File: config.mk
export PLATFORM = sky130hd
export DESIGN_NAME = wb_mem_bridge
export DESIGN_NICKNAME = d
export VERILOG_FILES = /design/src/rtl/wbm_bridge_pkg.sv /design/src/rtl/wbm_handshake.sv /design/src/rtl/wbm_lane_pack.sv /design/src/rtl/wbm_lane_spread.sv /design/src/rtl/wb_mem_bridge.sv
export SDC_FILE = /design/constraint.sdc
export NUM_CORES = 1
export LEC_CHECK = 0
export BUFFER_PORTS_ARGS = -buffer_cell sky130_fd_sc_hd__buf_4
export CAP_MARGIN = 20
export CORE_AREA = 2 2 93 95
export DETAILED_ROUTE_END_ITERATION = 10
export DIE_AREA = 0 0 95 97
export GPL_TIMING_DRIVEN = 0
export PLACE_DENSITY = 0.75
export SYNTH_ARGS = -nofsm -noshare
export SYNTH_HDL_FRONTEND = slang
export SYNTH_SLANG_ARGS = --single-unit
File: constraint.sdc
create_clock -name clk -period 6.8 [get_ports clk]
set_clock_uncertainty 0.2 [all_clocks]
set_input_delay 1.02 -clock clk [delete_from_list [all_inputs] [get_ports clk]]
set_output_delay 1.02 -clock clk [all_outputs]
set_load 0.02 [all_outputs]
File: src/rtl/wbm_bridge_pkg.sv
// Package: shared types and helpers for the bus-to-memory bridge.
// Assumes byte-wide lanes throughout.
package wbm_bridge_pkg;

    // Handshake sequencer states
    typedef enum logic [1:0] {
        HS_IDLE  = 2'd0,
        HS_ACK   = 2'd1,
        HS_DRAIN = 2'd2
    } hs_state_e;

    localparam int LANE_W = 8;

    // Encode a port granularity in bits into the 2-bit memory size code
    function automatic logic [1:0] gran_size_code(input int gran_bits);
        case (gran_bits)
            8:       return 2'b00;
            16:      return 2'b01;
            32:      return 2'b10;
            default: return 2'b11;
        endcase
    endfunction

endpackage

File: src/rtl/wbm_handshake.sv
// Module: wbm_handshake
// Turns a level bus request into one enable pulse, then one acknowledge
// pulse a clock later, and waits for the request to drop before it takes
// a new one. Assumes the memory answers reads one clock after the enable.
module wbm_handshake
    import wbm_bridge_pkg::*;
(
    input  logic clk,
    input  logic rst_n,
    input  logic req_cyc,
    input  logic req_stb,
    input  logic req_we,
    output logic accept,
    output logic rd_pulse,
    output logic wr_pulse,
    output logic ack,
    output logic ack_is_read
);

    hs_state_e state_q;
    hs_state_e state_d;
    logic      req;
    logic      rd_q;

    assign req    = req_cyc && req_stb;
    assign accept = rst_n && req && (state_q == HS_IDLE);

    assign rd_pulse    = accept && !req_we;
    assign wr_pulse    = accept && req_we;
    assign ack         = (state_q == HS_ACK);
    assign ack_is_read = ack && rd_q;

    // Next-state selection for the request sequencer
    always_comb begin
        state_d = state_q;
        case (state_q)
            HS_IDLE:  if (req) state_d = HS_ACK;
            HS_ACK:   state_d = req ? HS_DRAIN : HS_IDLE;
            HS_DRAIN: if (!req) state_d = HS_IDLE;
            default:  state_d = HS_IDLE;
        endcase
    end

    // State register
    always_ff @(posedge clk) begin
        if (!rst_n) state_q <= HS_IDLE;
        else        state_q <= state_d;
    end

    // Remember the direction of the accepted request for the ack cycle
    always_ff @(posedge clk) begin
        if (!rst_n)      rd_q <= 1'b0;
        else if (accept) rd_q <= !req_we;
    end

endmodule

File: src/rtl/wbm_lane_pack.sv
// Module: wbm_lane_pack
// Packs the bytes of the selected lanes toward bit 0 in ascending lane
// order, and reports the index of the lowest selected lane (0 if none).
// Assumes at least two byte lanes.
module wbm_lane_pack
    import wbm_bridge_pkg::*;
#(
    parameter int SEL_W = 4
) (
    input  logic [SEL_W*LANE_W-1:0]  lanes_in,
    input  logic [SEL_W-1:0]         sel,
    output logic [SEL_W*LANE_W-1:0]  packed_out,
    output logic [$clog2(SEL_W)-1:0] low_lane
);

    localparam int LANE_BITS = $clog2(SEL_W);

    // Compact selected bytes downward
    always_comb begin
        int k;
        k = 0;
        packed_out = '0;
        for (int j = 0; j < SEL_W; j++) begin
            if (sel[j]) begin
                packed_out[k*LANE_W +: LANE_W] = lanes_in[j*LANE_W +: LANE_W];
                k++;
            end
        end
    end

    // Priority-encode the lowest selected lane
    always_comb begin
        low_lane = '0;
        for (int j = SEL_W - 1; j >= 0; j--) begin
            if (sel[j]) low_lane = LANE_BITS'(j);
        end
    end

endmodule

File: src/rtl/wbm_lane_spread.sv
// Module: wbm_lane_spread
// Places the low bytes of a right-aligned word onto the selected lanes in
// ascending order; unselected lanes become zero.
module wbm_lane_spread
    import wbm_bridge_pkg::*;
#(
    parameter int SEL_W = 4
) (
    input  logic [SEL_W*LANE_W-1:0] packed_in,
    input  logic [SEL_W-1:0]        sel,
    output logic [SEL_W*LANE_W-1:0] lanes_out
);

    // Expand packed bytes onto enabled lanes
    always_comb begin
        int k;
        k = 0;
        lanes_out = '0;
        for (int j = 0; j < SEL_W; j++) begin
            if (sel[j]) begin
                lanes_out[j*LANE_W +: LANE_W] = packed_in[k*LANE_W +: LANE_W];
                k++;
            end
        end
    end

endmodule

File: src/rtl/wb_mem_bridge.sv
// Module: wb_mem_bridge (top)
// Presents a synchronous memory with split read and write channels as a
// classic bus slave. One enable pulse per request, acknowledge one clock
// later. Assumes the memory returns right-aligned read data one clock
// after its read enable and that DATA_W is a multiple of 16.
module wb_mem_bridge
    import wbm_bridge_pkg::*;
#(
    parameter int ADR_W          = 30,
    parameter int DATA_W         = 32,
    parameter int PORT_GRAN_BITS = 32
) (
    input  logic                                 clk,
    input  logic                                 rst_n,
    input  logic                                 wb_cyc_i,
    input  logic                                 wb_stb_i,
    input  logic                                 wb_we_i,
    input  logic [ADR_W-1:0]                     wb_adr_i,
    input  logic [DATA_W/8-1:0]                  wb_sel_i,
    input  logic [DATA_W-1:0]                    wb_dat_i,
    output logic [DATA_W-1:0]                    wb_dat_o,
    output logic                                 wb_ack_o,
    output logic                                 mem_rd_en_o,
    output logic [ADR_W+$clog2(DATA_W/8)-1:0]    mem_rd_addr_o,
    output logic [1:0]                           mem_rd_size_o,
    input  logic [DATA_W-1:0]                    mem_rd_data_i,
    output logic                                 mem_wr_en_o,
    output logic [ADR_W+$clog2(DATA_W/8)-1:0]    mem_wr_addr_o,
    output logic [1:0]                           mem_wr_size_o,
    output logic [DATA_W-1:0]                    mem_wr_data_o
);

    localparam int         SEL_W      = DATA_W / LANE_W;
    localparam int         LANE_BITS  = $clog2(SEL_W);
    localparam int         BYTE_ADR_W = ADR_W + LANE_BITS;
    localparam logic [1:0] SIZE_CODE  = gran_size_code(PORT_GRAN_BITS);

    logic                  accept;
    logic                  rd_pulse;
    logic                  wr_pulse;
    logic                  ack;
    logic                  ack_rd;
    logic [SEL_W-1:0]      sel_q;
    logic [LANE_BITS-1:0]  low_lane;
    logic [DATA_W-1:0]     wr_packed;
    logic [DATA_W-1:0]     rd_spread;
    logic [BYTE_ADR_W-1:0] byte_addr;

    wbm_handshake u_hs (
        .clk         (clk),
        .rst_n       (rst_n),
        .req_cyc     (wb_cyc_i),
        .req_stb     (wb_stb_i),
        .req_we      (wb_we_i),
        .accept      (accept),
        .rd_pulse    (rd_pulse),
        .wr_pulse    (wr_pulse),
        .ack         (ack),
        .ack_is_read (ack_rd)
    );

    wbm_lane_pack #(.SEL_W(SEL_W)) u_pack (
        .lanes_in   (wb_dat_i),
        .sel        (wb_sel_i),
        .packed_out (wr_packed),
        .low_lane   (low_lane)
    );

    wbm_lane_spread #(.SEL_W(SEL_W)) u_spread (
        .packed_in (mem_rd_data_i),
        .sel       (sel_q),
        .lanes_out (rd_spread)
    );

    // Hold the select mask of the accepted request for the read return
    always_ff @(posedge clk) begin
        if (!rst_n)      sel_q <= '0;
        else if (accept) sel_q <= wb_sel_i;
    end

    assign byte_addr = {wb_adr_i, low_lane};

    assign mem_rd_en_o   = rd_pulse;
    assign mem_rd_addr_o = byte_addr;
    assign mem_rd_size_o = SIZE_CODE;

    assign mem_wr_en_o   = wr_pulse;
    assign mem_wr_addr_o = byte_addr;
    assign mem_wr_size_o = SIZE_CODE;
    assign mem_wr_data_o = wr_packed;

    assign wb_ack_o = ack;
    assign wb_dat_o = ack_rd ? rd_spread : '0;

endmodule

# Word-level counts from Yosys, hierarchy flattened
# Cells that the tools add are included.
[word_totals] ff_bits=7 input_bits=103 out_inout_bits=135 wordCells=58
[op_classes] n_addsub=7 eq_ne=4 n_shift=9 muxes=26 n_reduce_logical=9
[op_table] cell="$mux 32" n=4
[op_table] cell="$shift 8x33->32 const A" n=3
[op_table] cell="$shiftx 8x33->32" n=3
[op_table] cell="$bwmux 32" n=3
[op_table] cell="$neg 32->33" n=2
[op_table] cell="$shiftx 32x32->8" n=2
[op_table] cell="$add 29x2->29 const B" n=2
[op_table] cell="$mux 29" n=2
[op_table] cell="$mux 8" n=5
[op_table] cell="$neg 4->33" n=1
[op_table] cell="$shiftx 32x5->8" n=1
[op_table] cell="$mux 2" n=9
[op_table] cell="$logic_and 1x1->1" n=6
[op_table] cell="$pmux 2 s3" n=1
[op_table] cell="$add 1x1->2 const B" n=2
[op_table] cell="$eq 2x1->1 const B" n=1
[op_table] cell="$eq 2x2->1 const B" n=1
[op_table] cell="$logic_not 2->1" n=1
[op_table] cell="$mux 1" n=2
[op_table] cell="$ne 2x1->1 const B" n=1
[op_table] cell="$ne 2x2->1 const B" n=1
[op_table] cell="$reduce_and 2->1" n=1
[op_table] cell="$logic_not 1->1" n=1

# Logic depth before layout (Yosys ltp)
[logic_depth] ltp_word=9 ltp_mapped=11 ltp_nobuf=9

# Modules after synthesis
# From an unflattened synthesis, not the netlist that was laid out.
[unflattened] cells_unflattened=402 area_unflattened_um2=3040.4
[modules_own_cells] module="wbm_lane_pack" instances=1 cells_per_inst=151 area_each_um2=1083.5 seq_area_each_um2=0.0
[modules_own_cells] module="wb_mem_bridge" instances=1 cells_per_inst=116 area_each_um2=910.9 seq_area_each_um2=80.1
[modules_own_cells] module="wbm_lane_spread" instances=1 cells_per_inst=121 area_each_um2=897.1 seq_area_each_um2=0.0
[modules_own_cells] module="wbm_handshake" instances=1 cells_per_inst=14 area_each_um2=148.9 seq_area_each_um2=60.1

# Worst setup path after synthesis
# Ideal clock, no wire load.
[synth_path] path_type="input port to output port" start="input port wb_sel_i[0]" end="output port mem_wr_data_o[7]" t_arrival_ns=3.537 required_ns=5.580 path_slack_ns=2.043 stages=9 n_path_buf=2 path_cell_list="clkbuf_1 -> inv_1 -> fa_1 -> ha_1 -> ha_1 -> nand4b_2 -> or2_1 -> buf_2 -> a31oi_1"
[synth_via] elab_chain_cells=9 elab_cells_between_ends=21 classes_between="add/sub (5); shift (6); mux (10)"
[synth_rtl] item="start: declaration" line="wb_mem_bridge.sv:19" text="input logic [DATA_W/8-1:0] wb_sel_i,"
[synth_rtl] item="$mux 1" line="wbm_lane_pack.sv:24" text="if (sel[j]) begin"
[synth_rtl] item="$add 1x1->2 or $neg 4->33 (tied branches)" line="wbm_lane_pack.sv:26, wbm_lane_pack.sv:25"
[synth_rtl] item="$mux 2 (tied with other cells)" line="wbm_lane_pack.sv:24"
[synth_rtl] item="$add 29x2->29 (tied with other cells)" line="wbm_lane_pack.sv:26" text="k++;"
[synth_rtl] item="$mux 29 (tied with other cells)" line="wbm_lane_pack.sv:24"
[synth_rtl] item="$neg 32->33 or $bwmux 32 (tied branches)" line="wbm_lane_pack.sv:25" text="packed_out[k*LANE_W +: LANE_W] = lanes_in[j*LANE_W +: LANE_W];"
[synth_rtl] item="$shiftx 8x33->32 (tied with other cells)" line="wbm_lane_pack.sv:25"
[synth_rtl] item="$bwmux 32" line="wbm_lane_pack.sv:25"
[synth_rtl] item="$mux 32 (*)" line="wbm_lane_pack.sv:24"
[synth_rtl] item="end: declaration" line="wb_mem_bridge.sv:30" text="output logic [DATA_W-1:0] mem_wr_data_o"
# Mark *: on every way between the ends. The rest lies on a longest branch, timed or not.

# Worst setup path after layout
[layout_path] start="input port wb_sel_i[1]" end="output port mem_wr_data_o[7]"
[layout_via] elab_chain_cells=7 elab_cells_between_ends=14 classes_between="add/sub (3); shift (4); mux (7)"
[layout_rtl] item="$mux 2" line="wbm_lane_pack.sv:24"
[layout_rtl] item="$add 29x2->29 or $neg 32->33 (tied branches)" line="wbm_lane_pack.sv:26, wbm_lane_pack.sv:25"
[layout_rtl] item="$mux 29 (tied with other cells)" line="wbm_lane_pack.sv:24"
[layout_rtl] item="$neg 32->33 or $bwmux 32 (tied branches)" line="wbm_lane_pack.sv:25"
[layout_rtl] item="$shiftx 8x33->32 (tied with other cells)" line="wbm_lane_pack.sv:25"
[layout_rtl] item="$bwmux 32" line="wbm_lane_pack.sv:25"
[layout_rtl] item="$mux 32 (*)" line="wbm_lane_pack.sv:24"
# Marks and branches as above.

==> impl_metrics.json <==
{
  "whs_endpoint": "sel_q[3]$_SDFFE_PN0P_",
  "clkLatencyLatePin_ns": 0.23,
  "timing.rr.end": "sel_q[0]$_SDFFE_PN0P_",
  "drive_above_1_share": 0.598,
  "crit_arrival_ns": 3.97,
  "setup_ws_ns": 1.61,
  "num_rows": 33,
  "status": "finished, final reports clean",
  "cts_hold_buf": 0,
  "path_max_fanout": 10,
  "hp-start": "sel_q[3]$_SDFFE_PN0P_",
  "slew_violations": 0,
  "clk_pin_slew_ns": 0.04,
  "grt_max_degree": 11,
  "clk_path_buf_depth": 2,
  "syn_area_per_cell_um2": 7.75,
  "yosys.cell_types.count": 40,
  "seq_area_frac_synth": 0.0476,
  "dp_hpwl_um": 8910,
  "dieArea_um2": 9220,
  "ys_warn_count": 0,
  "die_h_um": 97,
  "n_antenna_cell": 0,
  "syn-cell-area_um2": 2950,
  "total_power_uw": 399,
  "synth_top_area_share": 0.214,
  "cts_resized": 0,
  "rsz0062_at_grt": "no",
  "root_buffer": "clkbuf_8",
  "ant_nets": 0,
  "period_share": 0.763,
  "die_width_um": 95,
  "vdd_drop_max_mv": 0.0507,
  "vias_per_cell": 5.07,
  "cts_sinks": 7,
  "port_buffers": 201,
  "cp-start-kind": "input port",
  "synth_top_area_cell": "mux2_2",
  "ff2ff_setup_slack_ns": 5.16,
  "grt_overflow_total": 0,
  "hold_class": "reg2reg",
  "drc": 0,
  "firstDrtPassIters": 5,
  "worst_pin_slew_ns": 0.592,
  "routabilityCongestion": 0.873,
  "r2r_cells": 4,
  "nets": 700,
  "place_ws_ns": 1.62,
  "cp_data_required_time_ns": 5.58,
  "initial_core_util": 0.362,
  "grt_pass1_wl_um": 16900,
  "holdPathStages": 2,
  "leakage_nw": 2.33,
  "async_reset_ff_frac": 0,
  "netlist_instances": 380,
  "finalHoldViolations": 0,
  "cts.htree.levels": 1,
  "cts_made_buffers": 3,
  "critPathCaptureType": "primary output",
  "post_cts_buffers": 0,
  "drv_cap": 0,
  "syn_to_final_growth_pct": 57.5,
  "fillers": 775,
  "routedWlPerCell_um": 15.3,
  "period_minus_slack_ns": 5.19,
  "core-area_um2": 8130,
  "gr-usage-all-layers": 0.222,
  "routed_wl_um": 10600,
  "drtIter0Drc": 73,
  "powerDensity_nw_per_um2": 86.0,
  "synth_most_common_cell": "buf_4",
  "setup-tns-final_ns": 0,
  "cts_tree": "yes",
  "antenna_found_initial": 0,
  "fmax_mhz": 193,
  "route.vias.total": 3509,
  "synth_edf_count": 0,
  "ios": 238,
  "ys_top_cells_by_count": "buf_4 (67), mux2_2 (56), nor2_1 (31)",
  "setup_viol": 0,
  "critical_path_class": "in2out",
  "slew_headroom": 0.604,
  "grt_pass1_vias": 3504,
  "synth_top_flop_cell": "dfxtp_1",
  "timing.rr.start": "sel_q[0]$_SDFFE_PN0P_",
  "synth.ff_latch_count": 7,
  "synthTopCellsByArea": "mux2_2 (21%), buf_4 (17%), mux4_2 (6.1%)"
}
[layer usage]
| layer | part of all wire | global-route usage | vias up | wire length, um |
|---|---|---|---|---|
| met3 | 0.078 | 0.0304 | 10 | 830 |
| met4 | 0.0064 | 0.0390 | 0 | 68 |
| li1 | - | - | 1709 | - |
| met2 | 0.55 | 0.434 | 177 | 5820 |
| met1 | 0.37 | 0.250 | 1613 | 3890 |
| met5 | 0 | 0 | - | 0 |
[report_power, final]
| group | internal [mW] | switching, mW | leakage [nW] |
|---|---|---|---|
| Clock | 0.0398 | 0.0194 | 0.0255 |
| Combinational | 0.155 | 0.141 | 2.24 |
| Sequential | 0.0426 | 0.00110 | 0.0569 |
[critical path, stage by stage]
cell,delay (ns)
buf_4,0.11
clkbuf_1,0.38
inv_1,0.18
fa_1,0.57
ha_1,0.23
ha_1,0.29
nand4b_2,0.34
or2_1,0.28
buf_2,0.17
a31oi_1,0.22
buf_4,0.18
[final cells by class]
class	count	area [um2]	share of cell area
inverter	6	22.5	0.00485
buffer	94	636	0.137
sequential	7	140	0.0302
timing repair buffer	201	1510	0.325
clock inverter	1	5.00	0.00108
tap	105	131	0.0283
multi-input combinational	275	2160	0.465
clock buffer	3	41.3	0.00890
[registers in the layout (all words and copies together) (netlist names)]
name	flops
sel_q	4
u_hs.rd_q	1
u_hs.state_q	2
[cells in the final DEF (no fill, tap or decap), types with 2 or more instances in the layout]
| master | synthesis | routed |
|---|---|---|
| o21ai_0 | 4 | 4 |
| nand3_1 | 9 | 9 |
| mux2_2 | 56 | 56 |
| and3b_1 | 2 | 2 |
| a32o_1 | 8 | 8 |
| a31oi_1 | 8 | 8 |
| nand3b_1 | 9 | 9 |
| buf_2 | 6 | 6 |
| clkbuf_1 | 12 | 12 |
| nand2b_1 | 9 | 9 |
| and2_1 | 3 | 3 |
| a21o_1 | 8 | 8 |
| and3_1 | 18 | 18 |
| nand2_1 | 18 | 18 |
| clkbuf_8 | 0 | 3 |
| a22oi_1 | 16 | 16 |
| dfxtp_1 | 7 | 7 |
| buf_6 | 3 | 3 |
| nor2_1 | 31 | 31 |
| inv_1 | 6 | 6 |
| conb_1 | 2 | 4 |
| nor3_1 | 11 | 11 |
| nor2b_1 | 11 | 11 |
| a21oi_1 | 15 | 15 |
| ha_1 | 8 | 8 |
| buf_4 | 67 | 268 |
| buf_1 | 5 | 5 |
| mux2i_1 | 8 | 8 |
| mux4_2 | 8 | 8 |
[metrics by stage]
stage / instances / cell area, um2 / hold slack [ns] / utilization
2_1_floorplan: 382 / 2950 / 0.254 / -
3_3_place_gp: 688 / 4590 / 0.276 / 0.565
3_5_place_dp: 688 / 4590 / 0.285 / 0.565
4_1_cts: 692 / 4640 / 0.291 / 0.571
5_1_grt: 692 / 4640 / 0.307 / 0.571
6_report: 692 / 4640 / 0.294 / 0.571
[worst max-delay path by stage]
| stage | from | end | slack [ns] | cells after the start |
|---|---|---|---|---|
| floorplan | wb_sel_i[0] | mem_wr_data_o[7] | 2.04 | 9 |
| global placement | wb_sel_i[1] | mem_wr_data_o[7] | 1.66 | 11 |
| detailed placement | wb_sel_i[1] | mem_wr_data_o[7] | 1.62 | 11 |
| CTS | wb_sel_i[1] | mem_wr_data_o[7] | 1.60 | 11 |
| global route | wb_sel_i[1] | mem_wr_data_o[7] | 1.39 | 11 |
| finish | wb_sel_i[1] | mem_wr_data_o[7] | 1.61 | 11 |
[logic make-up after synthesis]
kind of cell    after synthesis  share of synthesized area
xor+xnor                      1                    0.00297
fa+ha+maj                     9                     0.0408
other cells                   2                    0.00255
buf+inv                     100                      0.223
flops                         7                     0.0476
simple gates                130                      0.243
mux                          72                      0.302
compound gates               59                      0.138
Note: power is estimated with default switching activity, not from simulation.
